<file path="src/rtl/uart_tx_pkg.sv">
package uart_tx_pkg;
  localparam int STOP_W = 8;

  typedef enum logic [2:0] {
    ST_IDLE,
    ST_START,
    ST_DATA,
    ST_PAR,
    ST_STOP
  } tx_state_e;

  typedef struct packed {
    logic [3:0]        nbits;
    logic              par_en;
    logic              par_bit;
    logic [STOP_W-1:0] stop_ticks;
  } frame_cfg_t;
endpackage

</file>
<file path="src/rtl/utx_fmt_decode.sv">
module utx_fmt_decode
  import uart_tx_pkg::*;
#(
  parameter int DATA_W = 8,
  parameter int OVS    = 16
) (
  input  logic [5:0]        fmt,
  input  logic [DATA_W-1:0] data,
  output frame_cfg_t        cfg
);
  localparam int HALF = OVS / 2;

  logic [DATA_W-1:0] mask;
  logic [3:0]        nbits;
  logic              ones_odd;

  assign nbits = 4'd5 + {2'b00, fmt[1:0]};

  genvar g;
  generate
    for (g = 0; g < DATA_W; g++) begin : g_mask
      assign mask[g] = (g < int'(nbits));
    end
  endgenerate

  assign ones_odd = ^(data & mask);

  always_comb begin
    cfg.nbits  = nbits;
    cfg.par_en = fmt[3];
    if (fmt[5])
      cfg.par_bit = ~fmt[4];
    else
      cfg.par_bit = fmt[4] ? ones_odd : ~ones_odd;
    if (!fmt[2])
      cfg.stop_ticks = STOP_W'(OVS);
    else if (fmt[1:0] == 2'b00)
      cfg.stop_ticks = STOP_W'(OVS + HALF);
    else
      cfg.stop_ticks = STOP_W'(2 * OVS);
  end
endmodule

</file>
<file path="src/rtl/utx_bit_timer.sv">
module utx_bit_timer #(
  parameter int CNT_W = 8
) (
  input  logic             clk,
  input  logic             rst,
  input  logic             run,
  input  logic             tick,
  input  logic [CNT_W-1:0] limit,
  output logic             done
);
  logic [CNT_W-1:0] cnt;

  assign done = run && tick && (cnt == limit - 1'b1);

  always_ff @(posedge clk) begin
    if (rst || !run || done)
      cnt <= '0;
    else if (tick)
      cnt <= cnt + 1'b1;
  end
endmodule

</file>
<file path="src/rtl/utx_seq.sv">
module utx_seq
  import uart_tx_pkg::*;
#(
  parameter int DATA_W = 8,
  parameter int OVS    = 16
) (
  input  logic              clk,
  input  logic              rst,
  input  logic              accept,
  input  frame_cfg_t        cfg_in,
  input  logic [DATA_W-1:0] data_in,
  input  logic              bit_done,
  output logic              line,
  output logic              idle,
  output logic              run,
  output logic [STOP_W-1:0] limit
);
  tx_state_e         state;
  frame_cfg_t        cfg_q;
  logic [DATA_W-1:0] shreg;
  logic [3:0]        idx;

  always_ff @(posedge clk) begin
    if (rst) begin
      state <= ST_IDLE;
      cfg_q <= '0;
      shreg <= '0;
      idx   <= '0;
    end else if (state == ST_IDLE) begin
      if (accept) begin
        state <= ST_START;
        cfg_q <= cfg_in;
        shreg <= data_in;
        idx   <= '0;
      end
    end else if (bit_done) begin
      unique case (state)
        ST_START: state <= ST_DATA;
        ST_DATA: begin
          shreg <= shreg >> 1;
          idx   <= idx + 1'b1;
          if (idx == cfg_q.nbits - 1'b1)
            state <= cfg_q.par_en ? ST_PAR : ST_STOP;
        end
        ST_PAR:  state <= ST_STOP;
        default: state <= ST_IDLE;
      endcase
    end
  end

  always_comb begin
    unique case (state)
      ST_START: line = 1'b0;
      ST_DATA:  line = shreg[0];
      ST_PAR:   line = cfg_q.par_bit;
      default:  line = 1'b1;
    endcase
  end

  assign idle  = (state == ST_IDLE);
  assign run   = !idle;
  assign limit = (state == ST_STOP) ? cfg_q.stop_ticks : STOP_W'(OVS);
endmodule

</file>
<file path="src/rtl/uart_tx_framer.sv">
module uart_tx_framer
  import uart_tx_pkg::*;
#(
  parameter int DATA_W = 8,
  parameter int OVS    = 16
) (
  input  logic              clk,
  input  logic              rst,
  input  logic              tick16,
  input  logic [7:0]        lcr_cfg,
  input  logic [DATA_W-1:0] in_data,
  input  logic              in_valid,
  output logic              in_ready,
  output logic              txd,
  output logic              tx_idle
);
  frame_cfg_t        cfg_now;
  logic              accept;
  logic              line;
  logic              run;
  logic              bit_done;
  logic [STOP_W-1:0] limit;
  logic              unused_div_access;

  assign unused_div_access = lcr_cfg[7];

  utx_fmt_decode #(.DATA_W(DATA_W), .OVS(OVS)) i_dec (
    .fmt  (lcr_cfg[5:0]),
    .data (in_data),
    .cfg  (cfg_now)
  );

  utx_bit_timer #(.CNT_W(STOP_W)) i_timer (
    .clk   (clk),
    .rst   (rst),
    .run   (run),
    .tick  (tick16),
    .limit (limit),
    .done  (bit_done)
  );

  utx_seq #(.DATA_W(DATA_W), .OVS(OVS)) i_seq (
    .clk      (clk),
    .rst      (rst),
    .accept   (accept),
    .cfg_in   (cfg_now),
    .data_in  (in_data),
    .bit_done (bit_done),
    .line     (line),
    .idle     (tx_idle),
    .run      (run),
    .limit    (limit)
  );

  assign in_ready = tx_idle;
  assign accept   = in_valid && in_ready;
  assign txd      = lcr_cfg[6] ? 1'b0 : line;
endmodule

</file>
<file path="config.mk">
export PLATFORM = sky130hd
export DESIGN_NAME = uart_tx_framer
export DESIGN_NICKNAME = d
export VERILOG_FILES = /design/src/rtl/uart_tx_pkg.sv /design/src/rtl/utx_fmt_decode.sv /design/src/rtl/utx_bit_timer.sv /design/src/rtl/utx_seq.sv /design/src/rtl/uart_tx_framer.sv
export SDC_FILE = /design/constraint.sdc
export NUM_CORES = 1
export LEC_CHECK = 0
export BUFFER_PORTS_ARGS = -buffer_cell sky130_fd_sc_hd__buf_2
export CORE_MARGIN = 2
export CORE_UTILIZATION = 37
export DETAILED_ROUTE_END_ITERATION = 12
export PLACE_DENSITY = 0.54
export REMOVE_ABC_BUFFERS = 1
export SKIP_CTS_REPAIR_TIMING = 1
export SYNTH_ARGS = -nofsm -noshare
export SYNTH_HDL_FRONTEND = slang
export SYNTH_HIERARCHICAL = 1
export SYNTH_SLANG_ARGS = --single-unit
</file>
<file path="constraint.sdc">
create_clock -name clk -period 4.8 [get_ports clk]
set_clock_uncertainty 0.15 [all_clocks]
set_input_delay 0.96 -clock clk [delete_from_list [all_inputs] [get_ports clk]]
set_output_delay 0.96 -clock clk [all_outputs]
set_load 0.03 [all_outputs]
</file>
After elaboration in Yosys (flattened, before gate mapping):

Cells that the tools add are included.
Widths: inputs -> output; s select.

* reductions and logical operators: 14
* $lt $le $gt $ge: 8
* equality and inequality tests: 8
* add/subtract/negate cells: 5
* bitwise operators: 3
* multiplexer cells: 21

Operators by type and width (number)
* $mux 8: 6
* $lt 3x4->1 const A: 4
* $mux 4: 4
* $mux 3: 5
* $pmux 3 s3: 1
* $add 8x1->8 const B: 1
* $and 8x8->8: 1
* $eq 8x8->1: 1
* $lt 1x4->1 const A: 2
* $lt 2x4->1 const A: 2
* $reduce_xor 8->1: 1
* $sub 8x1->8 const B: 1
* $eq 3x2->1 const B: 2
* $mux 6: 1
* $reduce_and 3->1: 2
* $add 3x2->4 const A: 1
* $add 4x1->4 const B: 1
* $eq 4x4->1: 1
* $reduce_bool 2->1: 2
* $sub 4x1->4 const B: 1
* $eq 3x1->1 const B: 1
* $eq 3x3->1 const B: 1
* $logic_and 1x1->1: 3
* $logic_not 3->1: 1
* 9 further kinds: 13

* register bits: 37
* bits of input ports: 20

Depth between registers and ports, before layout:

* word-level depth: 7
* depth in mapped cells: 15

Hierarchy:

The synthesis kept the hierarchy.

By module, submodules not included
* utx_seq: cells an instance 175, seq. area each 580.6 um^2, area an instance 1452.6 um^2, times used 1
* utx_bit_timer: cells an instance 85, seq. area each 160.2 um^2, area an instance 664.4 um^2, times used 1
* utx_fmt_decode: cells an instance 29, seq. area each 0.0 um^2, area an instance 214.0 um^2, times used 1
* uart_tx_framer: cells an instance 3, seq. area each 0.0 um^2, area an instance 27.5 um^2, times used 1

Worst setup path before layout:

Ideal clock, no wire load.

* kind: reg-to-reg
* start: reg i_seq.state[2]
* end: reg i_seq.shreg[1]
* library setup time: 0.079 ns
* setup slack: 1.299 ns
* period minus slack after synthesis: 3.501 ns
* path buffers: 3
* arrival time: 3.272 ns
* required time: 4.571 ns
* cell stages (with the launch flop): 16
* path through: dfxtp_1 buf_2 nor3b_2 and2_1 inv_1 ha_1 o21bai_1 a211oi_1 o21ai_1 a211oi_4 buf_2 mux2i_1 nor3_4 buf_6 nor2_1 a211oi_2

* longest elaborated chain between the ends: 7

Ends and longest elaborated chain
* start, declared: RTL line utx_seq.sv:18 `tx_state_e state;`
* start signal, assigned: RTL line utx_seq.sv:43 `state <= cfg_q.par_en ? ST_PAR : ST_STOP;`
* $eq 3x3->1: RTL line utx_seq.sv:62 `assign limit = (state == ST_STOP) ? cfg_q.stop_ticks : STOP_W'(OVS);`
* $mux 8: RTL line utx_seq.sv:62
* named net limit[0]: RTL line uart_tx_framer.sv:22 `logic [STOP_W-1:0] limit;`
* $sub 8x1->8: RTL line utx_bit_timer.sv:13 `assign done = run && tick && (cnt == limit - 1'b1);`
* $eq 8x8->1: RTL line utx_bit_timer.sv:13
* $logic_and 1x1->1: RTL line utx_bit_timer.sv:13
* named net bit_done: RTL line uart_tx_framer.sv:21 `logic bit_done;`
* $reduce_bool 2->1 (no line)
* $reduce_and 3->1 (no line)
* end signal, assigned: RTL line utx_seq.sv:33 `shreg <= data_in;`
* end signal, assigned: RTL line utx_seq.sv:40 `shreg <= shreg >> 1;`
* end, declared: RTL line utx_seq.sv:20 `logic [DATA_W-1:0] shreg;`

The timed path passes the listed nets, and every way through them passes these cells.
A chain may end at the register's enable or synchronous reset.

Final worst setup path:

Same ends and word-level chain as after synthesis.

==> metrics.txt <==
status=complete, no violations; drt pass-1 iters=4; Die X=between 80 and 90 µm; min-delay worst type=flop to flop; most frequent cell after synthesis=nand2_1; Yosys cell types=slightly below 50; routed length per placed instance=roughly 12 µm; Post-Syn Area=between 0.002 and 0.0025 mm²; hold slack final=~0.3 ns; Slew @ Worst Pin=between 0.7 and 0.8 ns; startpoint types=flop; FILL cells=approximately 690; worst rel slew slack=a little over half; Leak=1.02 nW; CP endpoint=i_seq/shreg[1]; RSZ-0062 raised after global routing=false; Max clock buf depth=2; gr ovfl total=0; # IOs=23; f_max=262 MHz; Crit Reg-Reg Endpoint=i_seq/shreg[1]; drt initial violations=70; drt total wl=about 4500 µm; RR Startpoint=i_seq/state[2]; power share of the sequential group=between 40% and 50%; class of the most critical setup path=flop to flop; Die Height=between 80 and 90 µm; Min Clock Period, post-route=roughly 3.8 ns; initial antenna violation count=0; largest cells by area after synthesis=dfxtp_1 (31%), nand2_1 (7.3%), xnor2_1 (5.9%); largest net degree at the start of global routing=32; post-route ant nets=0; fin cells=~380; max cap viols=0; Int Power=between 0.5 and 0.6 mW; Die ar.=between 0.007 and 0.008 mm²; synth warn=6; CTS root buf=clkbuf_8; Detailed Place HPWL=between 3000 and 4000 µm; overall power=just over 0.7 mW; layout cell share with drive strength beyond 1=a little over an eighth; syn_area_per_cell=8.08 µm²; setup_tns=0 ns; r2r setup slk=0.98 ns; Peak VDD IR=around 0.15 mV; Seq/Total Area, Yosys=31.4%; CTS HTree Levels=2; Critical Path Max Stage Delay=around 0.62 ns; Core ar.=between 0.006 and 0.007 mm²; CP required=around 4.9 ns; worst-path maximum fanout=15; fin. max-slew vios=0; crit end category=flop; share of the synthesized area in the top cell type=approximately a third; clock tree from TritonCTS=built; Inst Count DP=between 300 and 400; Arr. time, crit path=between 3 and 4 ns; clock sink count=37; RD Place Congestion=roughly 0.7; Gate Count Post-Synth=roughly 300; vias in the first global route=1727; vias per cell=4.89; Synth area leader=dfxtp_1; initial core utilization=a little under two fifths; Worst Reg-to-Reg Cells=12; count of final setup violators=0; Area after DPL=0.00245 mm²; critical path startpoint=i_seq/state[2]; total CTS buffers=5; Finished Cell Area=around 0.0026 mm²; Port-buffer cells=21; Main synth FF type=dfxtp_1; Global Route Usage Sum=between 10% and 20%; Net Sw Frac=between 20% and 30%; Clock Pin Slew Worst Setup and Hold Paths=0.08 ns; final net count=between 300 and 400; global-route wire length before repair=~7800 µm; Comb power frac=between 10% and 20%; Psw=0.184 mW; #FFs+latches synth=37; Clock Power Share=about two fifths; Pwr Density=280 mW/mm²; Worst-Skew Late Latency=0.29 ns; FFs w/ async S/R, synth=0%; top cell types by occurrence after synthesis=nand2_1 (46), dfxtp_1 (37), a21oi_1 (24); CP Cell Sequence=nor3b_2, and2_1, inv_1, ha_1, o21bai_1, a211oi_1, o21ai_1, a211oi_4, mux2i_1, nor3_4, nor2_1, a211oi_2; via total after detailed routing=~1900; Hold Fails Final Rpt=0; final worst path period share=roughly four fifths; Core Rows=29; slowest CP cell=dfxtp_1; Post-synth EDFFs=0; synth-to-layout area growth=8.91%; number of diodes=0; DRC viols=0
## routing by layer
metal | routed length, µm | vias up | global-route usage, %
met3 | 157 | 2 | 4.15
met2 | 2150 | 24 | 22.9
met1 | 2150 | 840 | 16.9
li1 | - | 996 | -
met4 | 33 | 0 | 3.52
met5 | 0 | - | 0
## critical path, delay by kind of cell, from the launching register on
family | cells | cell delay (ns)
simple gates | 4 | 1.37
compound gates | 5 | 1.01
flops | 1 | 0.62
fa+ha+maj | 1 | 0.28
mux | 1 | 0.21
buf+inv | 1 | 0.07
## logic make-up (layout without fill, tap and decap cells)
kind of cell	count (synthesis)	in the layout	share of synthesized area, %
and+or+nand+nor	123	123	27.5
adders and majority gates	7	7	3.71
DFF	37	37	31.4
AOI/OAI and AO/OA	50	50	14.3
other	1	5	0.159
buffers and inverters	34	42	7.59
xor gates and xnor gates	30	30	11.1
muxes	10	10	4.24
## power by group through the flow
stage               clock [mW]  sequential (mW)  combinational [mW]
floorplan                    0            0.340              0.0753
global route             0.303            0.338               0.118
detailed placement           0            0.343               0.105
finish                   0.281            0.335               0.104
global placement             0            0.342               0.104
CTS                      0.292            0.335               0.106
## sequential cells by signal, indices dropped and copies added (netlist names)
register     cells
i_seq/cfg_q     14
i_seq/idx        4
i_seq/shreg      8
i_seq/state      3
i_timer/cnt      8
## area by class of cell
type                       instances  area (µm²)  share of cell area, %
timing repair buffer              23         120                   4.68
inverter                          11        41.3                   1.61
sequential                        37         741                   28.8
clock inverter                     1        30.0                   1.17
tap                               77        96.3                   3.75
multi-input combinational        225        1450                   56.6
clock buffer                       7        86.3                   3.36
## per-stage QoR
step	setup WS (ns)	util, %
after floorplan	1.16	-
after global placement	0.938	39.3
after detailed placement	0.927	39.3
after CTS	0.913	41.2
after global routing	0.582	41.2
final	0.983	41.2
## worst min-delay path by stage
stage | endpoint | cells after the start | start | slack, ns
finish | i_seq/cfg_q[6] | 2 | i_seq/cfg_q[6] | 0.30
global route | i_seq/cfg_q[6] | 2 | i_seq/cfg_q[6] | 0.32
CTS | i_seq/cfg_q[6] | 2 | i_seq/cfg_q[6] | 0.30
detailed placement | i_seq/cfg_q[6] | 2 | i_seq/cfg_q[6] | 0.29
global placement | i_seq/cfg_q[7] | 2 | i_seq/cfg_q[7] | 0.29
floorplan | i_seq/cfg_q[4] | 2 | i_seq/cfg_q[4] | 0.28
## cells in the final DEF, fill, tap and decap left out, types with 5 or more instances in the layout
| master | count |
|---|---|
| a211oi_1 | 6 |
| a21oi_1 | 24 |
| and2_1 | 10 |
| buf_2 | 21 |
| clkbuf_8 | 6 |
| conb_1 | 5 |
| dfxtp_1 | 37 |
| ha_1 | 7 |
| inv_1 | 11 |
| mux2i_1 | 10 |
| nand2_1 | 46 |
| nand2b_1 | 6 |
| nor2_1 | 21 |
| nor2b_1 | 7 |
| nor3_1 | 8 |
| xnor2_1 | 16 |
| xor2_1 | 14 |
(Power assumes the default switching activity.)
